## src/rtl/mix_pkg.sv

```systemverilog
package mix_pkg;
  localparam int COLOR_W   = 4;
  localparam int IDX_W     = COLOR_W + 1;
  localparam int ENT_W     = COLOR_W + 2;
  localparam int BUF_DEPTH = 16;
  localparam int POS_W     = $clog2(BUF_DEPTH);
  localparam int PIX_W     = 3;
  localparam int COL_W     = 5;

  typedef struct packed {
    logic             forceBackdrop;
    logic [POS_W-1:0] bgPos;
    logic [POS_W-1:0] sprPos;
  } mix_strobe_t;
endpackage

```

## src/rtl/mix_ctrl.sv

```systemverilog
module mix_ctrl
  import mix_pkg::*;
(
  input  logic [COL_W-1:0] colIdx,
  input  logic [PIX_W-1:0] pixIdx,
  input  logic [7:0]       hScroll,
  input  logic             col0Mask,
  input  logic             sprShift,
  input  logic             displayEn,
  output mix_strobe_t      strobe
);
  logic [POS_W-1:0] colBase;
  logic [POS_W-1:0] fineScroll;

  always_comb begin
    colBase    = {colIdx[0], {PIX_W{1'b0}}};
    fineScroll = POS_W'(hScroll[PIX_W-1:0]);
    strobe.forceBackdrop = !displayEn || (col0Mask && (colIdx == '0));
    strobe.bgPos  = colBase + fineScroll + POS_W'(pixIdx);
    strobe.sprPos = {sprShift, pixIdx};
  end
endmodule

```

## src/rtl/mix_datapath.sv

```systemverilog
module mix_datapath
  import mix_pkg::*;
(
  input  logic                       clk,
  input  logic                       rstN,
  input  logic                       pixValid,
  input  mix_strobe_t                strobe,
  input  logic [BUF_DEPTH*ENT_W-1:0] bgBuf,
  input  logic [BUF_DEPTH*COLOR_W-1:0] sprWin,
  input  logic [COLOR_W-1:0]         backdrop,
  output logic [IDX_W-1:0]           cramIdx,
  output logic                       cramValid
);
  logic [ENT_W-1:0]   bgArr  [BUF_DEPTH];
  logic [COLOR_W-1:0] sprArr [BUF_DEPTH];

  for (genvar k = 0; k < BUF_DEPTH; k++) begin : g_unpack
    assign bgArr[k]  = bgBuf[k*ENT_W +: ENT_W];
    assign sprArr[k] = sprWin[k*COLOR_W +: COLOR_W];
  end

  logic [ENT_W-1:0]   bgEnt;
  logic [COLOR_W-1:0] bgColor;
  logic               bgPal;
  logic               bgPrio;
  logic [COLOR_W-1:0] sprPix;
  logic [IDX_W-1:0]   mixIdx;

  always_comb begin
    bgEnt   = bgArr[strobe.bgPos];
    bgColor = bgEnt[COLOR_W-1:0];
    bgPal   = bgEnt[COLOR_W];
    bgPrio  = bgEnt[COLOR_W+1];
    sprPix  = sprArr[strobe.sprPos];
    if (strobe.forceBackdrop)
      mixIdx = {1'b1, backdrop};
    else if (bgPrio && (bgColor != '0))
      mixIdx = {bgPal, bgColor};
    else if (sprPix != '0)
      mixIdx = {1'b1, sprPix};
    else if (bgColor != '0)
      mixIdx = {bgPal, bgColor};
    else
      mixIdx = {1'b1, backdrop};
  end

  always_ff @(posedge clk) begin
    if (!rstN) begin
      cramIdx   <= '0;
      cramValid <= 1'b0;
    end else begin
      cramValid <= pixValid;
      if (pixValid) cramIdx <= mixIdx;
    end
  end
endmodule

```

## src/rtl/pix_mixer.sv

```systemverilog
module pix_mixer
  import mix_pkg::*;
(
  input  logic         clk,
  input  logic         rstN,
  input  logic         pixValid,
  input  logic [4:0]   colIdx,
  input  logic [2:0]   pixIdx,
  input  logic [95:0]  bgBuf,
  input  logic [63:0]  sprWin,
  input  logic [3:0]   backdrop,
  input  logic [7:0]   hScroll,
  input  logic         col0Mask,
  input  logic         sprShift,
  input  logic         displayEn,
  output logic [4:0]   cramIdx,
  output logic         cramValid
);
  mix_strobe_t strobe;

  mix_ctrl i_ctrl (
    .colIdx(colIdx), .pixIdx(pixIdx), .hScroll(hScroll),
    .col0Mask(col0Mask), .sprShift(sprShift), .displayEn(displayEn),
    .strobe(strobe)
  );

  mix_datapath i_dp (
    .clk(clk), .rstN(rstN), .pixValid(pixValid), .strobe(strobe),
    .bgBuf(bgBuf), .sprWin(sprWin), .backdrop(backdrop),
    .cramIdx(cramIdx), .cramValid(cramValid)
  );
endmodule

```

## config.mk

```make
export PLATFORM = sky130hd
export DESIGN_NAME = pix_mixer
export DESIGN_NICKNAME = d
export VERILOG_FILES = /design/src/rtl/mix_pkg.sv /design/src/rtl/mix_ctrl.sv /design/src/rtl/mix_datapath.sv /design/src/rtl/pix_mixer.sv
export SDC_FILE = /design/constraint.sdc
export NUM_CORES = 1
export LEC_CHECK = 0
export ABC_CLOCK_PERIOD_IN_PS = 2460
export BUFFER_PORTS_ARGS = -buffer_cell sky130_fd_sc_hd__buf_2
export CAP_MARGIN = 20
export CORE_ASPECT_RATIO = 2
export CORE_MARGIN = 2
export CORE_UTILIZATION = 35
export DETAILED_ROUTE_END_ITERATION = 6
export HOLD_SLACK_MARGIN = 0.12
export PLACE_DENSITY = 0.75
export SLEW_MARGIN = 20
export SYNTH_ARGS = -nofsm -noshare
export SYNTH_HDL_FRONTEND = slang
export SYNTH_SLANG_ARGS = --single-unit
```

## constraint.sdc

```tcl
create_clock -name clk -period 2.46 [get_ports clk]
set_input_delay 0.123 -clock clk [delete_from_list [all_inputs] [get_ports clk]]
set_output_delay 0.123 -clock clk [all_outputs]
set_load 0.02 [all_outputs]
```

Word level (Yosys, flattened, before mapping)
Cells that the tools add are included.
Word-level totals
  flip-flop bits (word level): 6
  bits of input ports: 186
  logic and storage cells: 25
Cells by class
  $add $sub $neg: 2
  order comparisons: 2
  multiplexer cells: 10
  bitwise gates (word level): 2
  reductions and logical operators: 7
Operators by type and width (count)
  $bmux 6 s4: 1
  $mux 5: 4
  $bmux 4 s4: 1
  $mux 6: 2
  $ge 5x5->1 const B: 2
  $not 4->5: 2
  $add 4x3->4: 2
  $mux 4: 2
  $reduce_bool 4->1: 2
  $logic_not 5->1: 1
  $logic_and 1x1->1: 2
  $logic_not 1->1: 1
  $logic_or 1x1->1: 1

Longest topological paths before layout
  word-level depth: 11
  gate-level depth with buffers: 11
  gate-level depth less buffers: 9

Cells and area by module
A second synthesis with hierarchy kept.
Unflattened totals
  cells, all modules: 175
  area total of the unflattened synthesis: 1918.1 um^2
Modules (own cells, without submodules)
  mix_datapath: instances 1, cells each 161, area each 1778.0 um^2, sequential area each 120.1 um^2
  mix_ctrl: instances 1, cells each 14, area each 140.1 um^2, sequential area each 0.0 um^2

Worst setup path after synthesis
OpenSTA, ideal clock, no wires.
  path kind: input to register
  start: input pixIdx[0]
  end: register i_dp.cramIdx[2]
  library setup time: 119 ps
  arrival: 2582 ps
  slack: -241 ps
  stages on the path: 9
  cells stage by stage: ha_1 -> fa_1 -> clkbuf_1 -> clkbuf_1 -> mux4_2 -> mux4_2 -> and2_1 -> o21ai_1 -> o21ai_1
Between the ends
  cells in the longest elaborated chain, start to end: 10
RTL lines
  start: declaration: RTL line pix_mixer.sv:8  | input logic [2:0] pixIdx,
  $add 4x3->4: RTL line mix_ctrl.sv:19  | strobe.bgPos = colBase + fineScroll + POS_W'(pixIdx);
  $not 4->5 (not written as such): RTL line mix_datapath.sv:30  | bgEnt = bgArr[strobe.bgPos];
  $bmux 6 s4: RTL line mix_datapath.sv:30
  $mux 6 (not written as such) (2 in series): RTL line mix_datapath.sv:30
  $reduce_bool 4->1: RTL line mix_datapath.sv:37, mix_datapath.sv:41
  $mux 5: RTL line mix_datapath.sv:41  | else if (bgColor != '0)
  $mux 5: RTL line mix_datapath.sv:39  | else if (sprPix != '0)
  $mux 5 (*): RTL line mix_datapath.sv:37  | else if (bgPrio && (bgColor != '0))
  $mux 5 (*): RTL line mix_datapath.sv:35  | if (strobe.forceBackdrop)
  end signal: assignment: RTL line mix_datapath.sv:53  | if (pixValid) cramIdx <= mixIdx;
  end: declaration: RTL line mix_datapath.sv:11  | output logic [IDX_W-1:0] cramIdx,
Mark *: on every way between the ends. The rest lies on a longest branch, timed or not. The select of a mux whose other input is x is not followed.
A chain may end at the register's enable or synchronous reset.

Final worst setup path
Same ends and word-level chain as after synthesis.

==> qor.csv <==
stage;metric;value;unit
status;run_status;finished with violations;
status;violations;DRC;
floorplan;die_x;58.7;um
logic_synthesis;ys_top_cells_by_count;mux4_2, nand2_1, nor2_1, nor3_1, o21ai_1;
logic_synthesis;synth-adder-area-share;0.0274;
setup_path;worstPathRequired;2.62;ns
setup_path;endpoint;i_dp.cramIdx[2]$_SDFFE_PN0P_;
route;vias_per_cell;5.50;
setup_path;reg2reg_from;i_dp.cramIdx[3]$_SDFFE_PN0P_;
job;maxCapViolations;0;
sta;final.period_utilization;0.999;
route;drtIter0Drc;118;
logic_synthesis;synth_top_area_share;0.419;
worst_hold_path;hp-class;in -> reg;
logic_synthesis;ys_top_cells_by_area;mux4_2, dfxtp_1, nand4bb_4;
logic_synthesis;synth_compound_area_frac;0.192;
cts;clk_pin_slew;0.03;ns
floorplan;rows;39;
layout;instances_no_fill;449;
place;dp_cells;437;
route;vias;2471;
setup_path;cp_data_arrival_time;2.62;ns
floorplan;fp.dieH;113;um
sta;rsz0062_at_grt;true;
layout;area_growth;63.9;%
global_route;track_usage;0.218;
floorplan;coreArea;0.00576;mm^2
cts;cts_tree;done;
setup_path;worstPathCellList;buf_8 > ha_4 > fa_2 > buf_12 > buf_8 > mux4_2 > o211ai_1 > nand4bb_4 > buf_6 > nor4_4 > a21boi_1 > o21ai_1;
place;io_buffers;186;
setup_path;cp-start-kind;input pin;
logic_synthesis;synthXorXnorAreaFrac;0.00835;
sta;setup_viol;0;
pwr;leakage;1.61;nW
setup_path;rr_endpoint;i_dp.cramIdx[3]$_SDFFE_PN0P_;
logic_synthesis;syn_nets;369;
cts;holdBufCountCts;0;
route;drc_errors;10;
logic_synthesis;syn_avg_cell_area;11.7;um^2
setup_path;critPathMaxStageDelay;0.57;ns
logic_synthesis;yosysMostFrequentCell;mux4_2;
setup_path;worst_path_most_repeated_cell;buf_8;
global_route;first_global_vias;2569;
worst_hold_path;hp-start;rstN;
logic_synthesis;synth_edf_count;0;
logic_synthesis;ys_types;41;
logic_synthesis;ys_ff_latch;6;
place;gp_congestion;0.789;
setup_path;crit_start;pixIdx[0];
logic_synthesis;netlist_area;0.00210;mm^2
sta;finalHoldViolations;0;
cts;root_buffer;clkbuf_16;
layout;design_area;0.00344;mm^2
place;place_area;0.00323;mm^2
route;postRouteAntennaNets;0;
pwr;max-vdd-ir-drop;0.000208;V
sta;min_period;2.46;ns
sta;fmax;0.407;GHz
sta;slew_violations;0;
global_route;overflow;0;
floorplan;initial_utilization;0.364;
global_route;antenna_found_initial;1;
route;post_drt_wl_per_cell;17.0;um
logic_synthesis;synth_top_area_cell;mux4_2;
layout;drive_above_1_share;0.725;
logic_synthesis;yosys.area_share.simple;0.193;
cts;cts_buffers;3;
setup_path;crit_path_end_kind;flip-flop;
logic_synthesis;synth_mux_area_frac;0.456;
cts;htree_levels;1;
logic_synthesis;synth_warnings;0;
setup_path;critPathKind;in -> reg;
logic_synthesis;ys_seq_area_frac;0.0573;
sta;fin_skew;0;ns
logic_synthesis;syn_inst;179;
pwr;power;1.35;mW
setup_path;r2r_slack;1.57;ns
sta;maxSlewHeadroom;0.586;
sta;worstMarginPinSlew;0.618;ns
setup_path;worst_path_max_delay_cell;fa_2;
cts;clkSinkCount;6;
logic_synthesis;ys.flop_type;dfxtp_1;
setup_path;path_max_fanout;6;
cts;clk-insertion-delay-late;0.23;ns
layout;final_core_util;0.597;
route;wl;7640;um
floorplan;dieArea;0.00666;mm^2
pwr;p_per_area;392;mW/mm^2
setup_path;r2r_cells;4;
route;drtPass1Iterations;7;
logic_synthesis;synth_top_family_by_area;multiplexers;
sta;tns;0;ns
cts;cts.path.max_buffers;2;
global_route;grt_pass1_wl;11300;um
place;hpwl;6690;um
logic_synthesis;synthArstFlopShare;0;
layout;nNetsFinal;578;
global_route;grt_max_degree;22;
floorplan;ios;192;
[stage by stage]
step	hold slack, ns	setup slack [ns]
2_1_floorplan	0.250	0.000204
3_3_place_gp	0.400	-0.142
3_5_place_dp	0.404	-0.221
4_1_cts	0.166	0.00445
5_1_grt	0.183	-0.0958
6_report	0.171	0.00173
[cell usage in the layout (no fill, tap or decap), types with 5 or more instances in the layout]
cell	n
o21ai_0	5
o211ai_1	7
o21ai_1	8
nand2_1	19
a21oi_1	5
dfxtp_1	6
and2_1	6
nor2_1	10
mux4_2	39
buf_4	26
nor3_1	9
buf_2	184
[flip-flops by register name (all words and copies together) (netlist names)]
signal and flops:
i_dp.cramIdx 5, i_dp.cramValid 1
[final cells by class]
type | instances | area [um^2]
timing repair buffer | 219 | 1270
sequential | 6 | 120
inverter | 4 | 15.0
multi-input combinational | 154 | 1870
antenna | 2 | 5.00
tap | 61 | 76.3
fill | 510 | 2320
clock buffer | 3 | 75.1
[routing by layer]
metal | global-route usage | part of all wire
met3 | 0.0363 | 0.070
met5 | 0 | 0
met2 | 0.427 | 0.59
met4 | 0.0727 | 0.027
met1 | 0.217 | 0.32
[what timing repair did]
item,CTS,global route
resized for setup,0,15
setup buffers,0,6
endpoints found under the setup margin,0,5
[critical path: cells and delay by family]
family	cells	cell delay, ns
adders and majority gates	2	0.73
and+or+nand+nor	2	0.55
buffers and inverters	4	0.50
AOI/OAI and AO/OA	3	0.42
muxes	1	0.29
[power by group]
group	total (mW)	switching, mW	internal (mW)	leakage [nW]
combinational	0.960	0.406	0.554	1.52
clock	0.264	0.0554	0.209	0.0370
sequential	0.125	0.0103	0.114	0.0500
total	1.35	0.472	0.877	1.61
[worst min path at each step]
stage,end,slack (ns),cells past startpoint
floorplan,i_dp.cramValid$_SDFF_PN0_,0.25,1
global placement,i_dp.cramValid$_SDFF_PN0_,0.40,2
detailed placement,i_dp.cramValid$_SDFF_PN0_,0.40,2
CTS,i_dp.cramValid$_SDFF_PN0_,0.17,2
global route,i_dp.cramValid$_SDFF_PN0_,0.18,2
finish,i_dp.cramValid$_SDFF_PN0_,0.17,2
[kinds of logic after synthesis]
| logic type | after synthesis |
|---|---|
| buffers and inverters | 19 |
| AOI/OAI and AO/OA | 47 |
| DFF | 6 |
| adders and majority gates | 4 |
| xor gates and xnor gates | 2 |
| muxes | 42 |
| and+or+nand+nor | 59 |
Note: power is estimated with default switching activity, not from simulation.
